$ cat src/rtl/sic_pkg.sv
package sic_pkg;
  // Word indices (byte offset >> 2) inside the register window
  localparam int unsigned RW_STATUS  = 0;
  localparam int unsigned RW_RAW     = 1;
  localparam int unsigned RW_EN_SET  = 2;
  localparam int unsigned RW_EN_CLR  = 3;
  localparam int unsigned RW_B0_SET  = 4;
  localparam int unsigned RW_B0_CLR  = 5;
  localparam int unsigned RW_PT_SET  = 8;
  localparam int unsigned RW_PT_CLR  = 9;
endpackage

$ cat src/rtl/sic_regfile.sv
module sic_regfile #(
  parameter int DW     = 32,
  parameter int AW     = 12,
  parameter int PT_LO  = 21,
  parameter int PT_HI  = 30
) (
  input  logic          clk,
  input  logic          rst,
  input  logic [DW-1:0] src_i,
  input  logic          psel,
  input  logic          penable,
  input  logic          pwrite,
  input  logic [AW-1:0] paddr,
  input  logic [DW-1:0] pwdata,
  output logic [DW-1:0] prdata,
  output logic [DW-1:0] raw_q,
  output logic [DW-1:0] en_q,
  output logic [DW-1:0] pt_q
);
  import sic_pkg::*;

  localparam int WW = AW - 2;
  localparam logic [WW-1:0] K_STATUS = WW'(RW_STATUS);
  localparam logic [WW-1:0] K_RAW    = WW'(RW_RAW);
  localparam logic [WW-1:0] K_EN_SET = WW'(RW_EN_SET);
  localparam logic [WW-1:0] K_EN_CLR = WW'(RW_EN_CLR);
  localparam logic [WW-1:0] K_B0_SET = WW'(RW_B0_SET);
  localparam logic [WW-1:0] K_B0_CLR = WW'(RW_B0_CLR);
  localparam logic [WW-1:0] K_PT_SET = WW'(RW_PT_SET);
  localparam logic [WW-1:0] K_PT_CLR = WW'(RW_PT_CLR);
  localparam logic [DW-1:0] PT_MASK  =
    DW'(((64'd1 << (PT_HI - PT_LO + 1)) - 64'd1) << PT_LO);
  localparam logic [DW-1:0] BIT0     = DW'(1);

  logic [WW-1:0] word;
  logic          wr_go;
  logic          wd_nz;

  assign word  = paddr[AW-1:2];
  assign wr_go = psel & penable & pwrite;
  assign wd_nz = |pwdata;

  always_ff @(posedge clk) begin
    if (rst) begin
      raw_q <= '0;
      en_q  <= '0;
      pt_q  <= '0;
    end else begin
      raw_q <= src_i;
      if (wr_go) begin
        case (word)
          K_EN_SET: en_q <= en_q | pwdata;
          K_EN_CLR: en_q <= en_q & ~pwdata;
          K_B0_SET: if (wd_nz) en_q <= en_q | BIT0;
          K_B0_CLR: if (wd_nz) en_q <= en_q & ~BIT0;
          K_PT_SET: pt_q <= pt_q | (pwdata & PT_MASK);
          K_PT_CLR: pt_q <= pt_q & ~pwdata;
          default:  ;
        endcase
      end
    end
  end

  always_comb begin
    prdata = '0;
    if (psel && !pwrite) begin
      case (word)
        K_STATUS: prdata = raw_q & en_q;
        K_RAW:    prdata = raw_q;
        K_EN_SET: prdata = en_q;
        K_B0_SET: prdata = {{(DW-1){1'b0}}, raw_q[0]};
        K_PT_SET: prdata = pt_q;
        default:  prdata = '0;
      endcase
    end
  end
endmodule

$ cat src/rtl/sic_irq_out.sv
module sic_irq_out #(
  parameter int DW    = 32,
  parameter int PT_LO = 21,
  parameter int PT_HI = 30
) (
  input  logic          clk,
  input  logic          rst,
  input  logic [DW-1:0] raw_q,
  input  logic [DW-1:0] en_q,
  input  logic [DW-1:0] pt_q,
  output logic [DW-1:0] irq_q
);
  localparam int SUM_IDX = DW - 1;

  logic [DW-1:0] nxt;

  for (genvar i = 0; i < DW; i++) begin : g_line
    if (i == SUM_IDX) begin : g_sum
      assign nxt[i] = |(raw_q & en_q);
    end else if (i >= PT_LO && i <= PT_HI) begin : g_pt
      assign nxt[i] = raw_q[i] & pt_q[i];
    end else begin : g_off
      assign nxt[i] = 1'b0;
    end
  end

  always_ff @(posedge clk) begin
    if (rst) irq_q <= '0;
    else     irq_q <= nxt;
  end
endmodule

$ cat src/rtl/sec_irq_ctrl.sv
module sec_irq_ctrl #(
  parameter int NSRC  = 32,
  parameter int AW    = 12,
  parameter int PT_LO = 21,
  parameter int PT_HI = 30
) (
  input  logic            clk,
  input  logic            rst,
  input  logic [NSRC-1:0] src_i,
  input  logic            psel,
  input  logic            penable,
  input  logic            pwrite,
  input  logic [AW-1:0]   paddr,
  input  logic [NSRC-1:0] pwdata,
  output logic [NSRC-1:0] prdata,
  output logic [NSRC-1:0] irq_o
);
  logic [NSRC-1:0] raw_q;
  logic [NSRC-1:0] en_q;
  logic [NSRC-1:0] pt_q;

  sic_regfile #(.DW(NSRC), .AW(AW), .PT_LO(PT_LO), .PT_HI(PT_HI)) u_regs (
    .clk(clk), .rst(rst), .src_i(src_i),
    .psel(psel), .penable(penable), .pwrite(pwrite),
    .paddr(paddr), .pwdata(pwdata), .prdata(prdata),
    .raw_q(raw_q), .en_q(en_q), .pt_q(pt_q)
  );

  sic_irq_out #(.DW(NSRC), .PT_LO(PT_LO), .PT_HI(PT_HI)) u_out (
    .clk(clk), .rst(rst),
    .raw_q(raw_q), .en_q(en_q), .pt_q(pt_q),
    .irq_q(irq_o)
  );
endmodule

$ cat config.mk
export PLATFORM = sky130hd
export DESIGN_NAME = sec_irq_ctrl
export DESIGN_NICKNAME = d
export VERILOG_FILES = /design/src/rtl/sic_pkg.sv /design/src/rtl/sic_regfile.sv /design/src/rtl/sic_irq_out.sv /design/src/rtl/sec_irq_ctrl.sv
export SDC_FILE = /design/constraint.sdc
export NUM_CORES = 1
export LEC_CHECK = 0
export BUFFER_PORTS_ARGS = -buffer_cell sky130_fd_sc_hd__buf_4
export CAP_MARGIN = 20
export CORE_AREA = 5 5 101 103
export DETAILED_ROUTE_END_ITERATION = 8
export DIE_AREA = 0 0 106 108
export PLACE_DENSITY_LB_ADDON = 0.05
export SYNTH_ARGS = -nofsm -noshare
export SYNTH_HDL_FRONTEND = slang
export SYNTH_SLANG_ARGS = --single-unit
$ cat constraint.sdc
create_clock -name clk -period 4.7 [get_ports clk]
set_input_delay 0.94 -clock clk [delete_from_list [all_inputs] [get_ports clk]]
set_output_delay 0.94 -clock clk [all_outputs]
set_load 0.005 [all_outputs]
==> run metrics, run 1 <==
die height 108 microns; Async S/R FF share, synth 0%; initial antenna violation count 0; TritonCTS buffer count 9; clk_skew ~0.013 ns; Worst-Skew Late Latency around 0.38 ns; Synth Cell Area between 4000 and 5000 sq um; setup TNS 0 ns; Port-buffer cells between 100 and 150; Post-Route WL approximately 15000 microns; CTS root buf clkbuf_8; Area Overhead vs Synth 20.4%; min Tclk post-route about 3.7 ns; largest net degree at the start of global routing about 110; clk buf depth 2; clock sinks about 110; hold buffers post-CTS 0; Post-CTS Resized 0; Slew Limit Fails 0; chip width ~110 microns; global routing's busiest layer met2; most frequent cells in the layout buf_4, dfxtp_1, a21oi_1; DRC violations left 0; Fin. Hold Viols 0; hold path cells 2; total of max-cap violations 0; Avg Vias per Cell about 6.5; Tightest Pin Transition around 1.1 ns; Hold Path End u_out.irq_q[28]$_SDFF_PP0_; Rel. slew slack 27.2%; switch share 25.2%; DP Area between 5000 and 6000 sq um; pwr/cell area just under 300 nW/um^2; CTS tree yes; fill cell total of the finished layout ~800; CP Launch Type input port; Initial DRT Pass Iterations 5; Total Routing Usage GR about a quarter; reg2reg path depth 4; Cells after DPL roughly 710; FF-to-FF End u_out.irq_q[31]$_SDFF_PP0_; Seq cells post-synth 107; CP peak stage delay slightly above 0.7 ns; Clk pin slew, worst setup/hold paths roughly 0.1 ns; worst hold path type flop to flop; Antenna Cells 0; Static Leak about 2 nW; Iter 0 DRT Violations roughly 390; GR Layer Usage met2 about two fifths; Vias roughly 4.7k; CP max FO 73; Sequential Power Share 54.1%; Req. time, crit path ~3.8 ns; post-route ant nets 0; Top-Level Pins approximately 150; post-synthesis sequential area ratio between 40% and 50%; first-pass GRT wire length roughly 24000 microns; Syn Area/Cell approximately 9.3 sq um; Cell Int Power 0.00129 W; htree depth 3; Final Cell Area a little under 6000 sq um; CP max stage cell nor3b_1; Worst Path Arrival between 2 and 3 ns; commonest non-fill, non-tap cell in the layout buf_4; crit share post-route around 78%; WS Path Type input port to output pin; Crit path top cell by count buf_4; post-DR wirelength/cell between 20 and 25 microns; number of synthesized flops with an enable pin 0; vias in the first global route ~4.6k; Cell Chain, Critical Path buf_4 > nor3b_1 > buf_4 > a22oi_1 > a21oi_1 > buf_4; reg2reg start u_regs.raw_q[22]$_SDFF_PP0_; Die ar. approximately 11000 sq um; # nets final between 600 and 700; setup violators final 0; clock share of power about 38%; Layout Cells excl Fill between 700 and 800; postcts setup bufs 0; Core ar. 9110 sq um; Syn. warnings 0; site row count 35; Highest Clock Rate roughly 0.27 GHz; Comb pwr share roughly 8.4%; RSZ-0062 raised after global routing no; DP HPWL 9900 microns; GPL Wtd Cong 0.892; Synth Instances approximately 520; P_sw approximately 0.00044 W; Initial Util roughly 54%; Primary FF master, synth dfxtp_1; CP Capture Type output pin; GR Overflow Total 0; status finished clean; GR Util met3 under 10%; VDD IR-drop max a little under 0.0002 V; Unique masters post-synth 46; Global Route met1 Usage 35.3%; reg2reg setup slack about 3.3 ns; layout cells sized above 1 between 20% and 30%
==> state kept, by name, indices dropped and copies added (netlist names), named ones only <==
name,flops
u_regs.en_q,32
u_regs.pt_q,22
u_regs.raw_q,32
u_out.irq_q,11
==> per-layer routing <==
metal / part of all wire [%] / up-vias
met5: 0 / -
met2: 47 / 271
met1: 42 / 2268
met3: 8.8 / 26
li1: - / 2171
met4: 1.8 / 0
==> through the flow <==
step / hold WS [ns] / setup slack [ns] / power, W / util (%)
floorplan: 0.422 / 1.35 / 0.00103 / -
global placement: 0.431 / 1.08 / 0.00109 / 62.1
detailed placement: 0.438 / 1.06 / 0.00110 / 62.1
CTS: 0.446 / 1.07 / 0.00173 / 64.6
global route: 0.462 / 0.873 / 0.00179 / 64.6
finish: 0.445 / 1.04 / 0.00173 / 64.6
==> logic make-up after synthesis <==
family | synth area share (%)
and+or+nand+nor | 16.4
buffers and inverters | 9.04
AOI/OAI and AO/OA | 30.3
other | 0.0767
DFF | 43.8
adders and majority gates | 0.205
xor gates and xnor gates | 0.179
==> worst max path at each step <==
| stage | start | to | slack (ns) | cells after the start |
|---|---|---|---|---|
| after floorplan | paddr[7] | prdata[10] | 1.35 | 6 |
| after detailed placement | paddr[7] | prdata[31] | 1.06 | 7 |
| after global placement | paddr[7] | prdata[31] | 1.08 | 7 |
| final | paddr[3] | prdata[19] | 1.04 | 6 |
| after global routing | paddr[3] | prdata[19] | 0.87 | 6 |
| after CTS | paddr[7] | prdata[31] | 1.07 | 7 |
==> worst max-delay path, delay by kind of cell <==
| kind | cells | cell delay [ns] |
|---|---|---|
| AND/OR/NAND/NOR | 1 | 0.71 |
| buffers and inverters | 3 | 0.75 |
| AO/OA/AOI/OAI | 2 | 0.28 |
==> area by class of cell <==
cell class	instances	area, sq um	area share [%]
Inverter	2	7.51	0.128
Tap cell	111	139	2.36
Clock buffer	9	124	2.11
Timing Repair Buffer	131	983	16.7
Multi-Input combinational cell	361	2380	40.5
Sequential cell	107	2140	36.4
Clock inverter	7	106	1.81
==> power by group through the flow <==
stage / clock [W] / sequential, W / combinational [W]
6_report: 0.000649 / 0.000935 / 0.000144
3_5_place_dp: 0 / 0.000955 / 0.000142
2_1_floorplan: 0 / 0.000949 / 0.0000775
4_1_cts: 0.000657 / 0.000935 / 0.000142
5_1_grt: 0.000693 / 0.000937 / 0.000155
3_3_place_gp: 0 / 0.000955 / 0.000139
==> synth_stat cells (all sizes together) (2+ instances only) <==
master,count,area [sq um]
dfxtp,107,2140
a21oi,54,270
a311oi,41,359
buf,41,310
nand2,34,128
clkbuf,33,124
nor2b,33,206
a41oi,31,272
a22oi,25,188
nand2b,23,144
o221ai,22,193
nor2,15,56.3
a31oi,10,62.6
o211ai,9,67.6
nor4,8,50.1
nand4,6,52.6
nor3,4,36.3
nand3,3,15.0
and3,2,12.5
inv,2,7.51
nor3b,2,20.0
nor4b,2,32.5
No activity file was read; power rests on OpenSTA's default activity.
==> run 2: changes to the inputs <==
--- a/config.mk
+++ b/config.mk
@@ -7,9 +7,9 @@
 export LEC_CHECK = 0
 export BUFFER_PORTS_ARGS = -buffer_cell sky130_fd_sc_hd__buf_4
 export CAP_MARGIN = 20
-export CORE_AREA = 5 5 101 103
+export CORE_AREA = 5 5 103 105
 export DETAILED_ROUTE_END_ITERATION = 8
-export DIE_AREA = 0 0 106 108
+export DIE_AREA = 0 0 108 110
 export PLACE_DENSITY_LB_ADDON = 0.05
 export SYNTH_ARGS = -nofsm -noshare
 export SYNTH_HDL_FRONTEND = slang
==> constraint.sdc (replaced) <==
create_clock -name clk -period 3.5 [get_ports clk]
set_input_delay 0.7 -clock clk [delete_from_list [all_inputs] [get_ports clk]]
set_output_delay 0.7 -clock clk [all_outputs]
set_load 0.005 [all_outputs]
==> run 2 against run 1 <==
Against the previous run: final cell count grew 4.0%; clock power is 15% higher; design area is 1.1% higher; flip-flop and latch count is the same; sequential power grew 35%; worst hold slack better by 0.0057 ns; total power grew 27%; count of clock-buffer cells in the layout stayed put; utilization is 2.3 points lower; non-clock buffer count grew 7; sequential share of layout area is 0.41 points lower; combinational power is 38% higher; highest routed layer unchanged.
==> run metrics, run 2 (synthesized netlist as in run 1, its figures left out) <==
Tightest Pin Transition between 1 and 1.5 ns; VDD IR-drop max about 0.00021 V; setup TNS 0 ns; Top-Level Pins 145; Req. time, crit path 2.80 ns; hold buffers post-CTS 0; Worst-Skew Late Latency approximately 0.38 ns; Avg Vias per Cell 6.20; Post-CTS Resized 0; die height 110 microns; clock sinks ~110; vias in the first global route around 4.5k; final worst setup slack around 0.33 ns; Slew Limit Fails 0; Initial Util about half; Iter 0 DRT Violations 392; # nets final 700; Die ar. ~12000 sq um; Cell Chain, Critical Path buf_4 > or4_4 > nor2_1 > nand3_1 > buf_4 > a21oi_1 > buf_4; commonest non-fill, non-tap cell in the layout buf_4; Worst Path Arrival about 2.5 ns; Static Leak between 2 and 2.5 nW; GR Overflow Total 0; Initial DRT Pass Iterations 5; CTS root buf clkbuf_8; Rel. slew slack between 30 and 40%; CP max stage cell or4_4; CP peak stage delay roughly 0.60 ns; Cells after DPL 741; CP Capture Type output pin; Fin. Hold Viols 0; leading registers by flop count u_regs.en_q x32, u_regs.raw_q x32, u_regs.pt_q x22; status finished clean; largest net degree at the start of global routing approximately 110; CP max FO 23; Total Routing Usage GR roughly a quarter; postcts setup bufs 0; Area Overhead vs Synth 21.8%; clk_skew roughly 0.018 ns; Clk pin slew, worst setup/hold paths around 0.090 ns; DP HPWL roughly 10000 microns; site row count 36; chip width approximately 110 microns; TritonCTS buffer count 9; Crit path top cell by count buf_4; WS Path Type input port to output pin; pre-CTS setup slack between 0.3 and 0.4 ns; htree depth 3; first-pass GRT wire length between 20000 and 25000 microns; CP Launch Type input port; Core ar. ~9500 sq um; Antenna Cells 0; Vias around 4.7k; Port-buffer cells around 120; Layout Cells excl Fill roughly 760; crit share post-route about nine tenths; worst hold path type flop to flop; Highest Clock Rate 0.315 GHz; DRC violations left 0; initial antenna violation count 0; post-route ant nets 0; Post-Route WL about 15000 microns; most frequent cells in the layout buf_4, dfxtp_1, a21oi_1; layout cells sized above 1 about a quarter; RSZ-0062 raised after global routing no; pwr/cell area about 370 nW/um^2; post-DR wirelength/cell 20.1 microns; GPL Wtd Cong 0.917; min Tclk post-route roughly 3.2 ns; clk buf depth 2; setup violators final 0; CTS tree yes; worst hold slack ~0.45 ns; total of max-cap violations 0
run 2: changes by cell type in the layout (fill, tap and decap cells not counted):
| cell | previous run | this run |
|---|---|---|
| clkinv_8 | 0 | 1 |
| clkinvlp_4 | 0 | 2 |
| buf_4 | 131 | 136 |
| buf_12 | 0 | 2 |
| clkinv_4 | 1 | 0 |
| bufinv_16 | 2 | 0 |
run 2: power breakdown:
| group | switching [W] | internal, W | leakage (nW) |
|---|---|---|---|
| sequential | 0.0000189 | 0.00124 | 0.870 |
| combinational | 0.000112 | 0.0000867 | 1.11 |
| clock | 0.000468 | 0.000277 | 0.0915 |
| total | 0.000599 | 0.00160 | 2.08 |
run 2: layout make-up:
cell class	instances	area [sq um]
Multi-Input combinational cell	361	2380
Timing Repair Buffer	138	1060
Clock inverter	7	68.8
Sequential cell	107	2140
Inverter	2	7.51
Fill cell	849	3600
Clock buffer	9	124
Tap cell	133	166
run 2: stage by stage:
step           instance area (sq um)  power [W]  utilization, %
2_1_floorplan                   4960    0.00138               -
3_3_place_gp                    5760    0.00148            60.3
3_5_place_dp                    5760    0.00148            60.3
4_1_cts                         5950    0.00221            62.3
5_1_grt                         5950    0.00228            62.3
6_report                        5950    0.00220            62.3
run 2: worst max-delay path, delay by kind of cell:
kind | cells | cell delay [ns]
buffers and inverters | 3 | 0.52
and+or+nand+nor | 3 | 1.00
AOI/OAI and AO/OA | 1 | 0.24
run 2: worst paths after layout:
check | startpoint | end | slack [ns] | cells after the start
min | flop | u_out.irq_q[28]$_SDFF_PP0_ | 0.45 | 2
min reg2reg | flop | u_out.irq_q[28]$_SDFF_PP0_ | 0.45 | 2
max | paddr[7] | prdata[31] | 0.33 | 7
max reg2reg | u_regs.raw_q[22]$_SDFF_PP0_ | u_out.irq_q[31]$_SDFF_PP0_ | 2.03 | 4
run 2: routing by layer:
layer | part of all wire [%] | up-vias | GRT usage [%]
li1 | - | 2175 | -
met1 | 42 | 2219 | 35.0
met2 | 47 | 271 | 39.7
met3 | 9.6 | 29 | 5.42
met4 | 2.1 | 0 | 9.20
met5 | 0 | - | 0
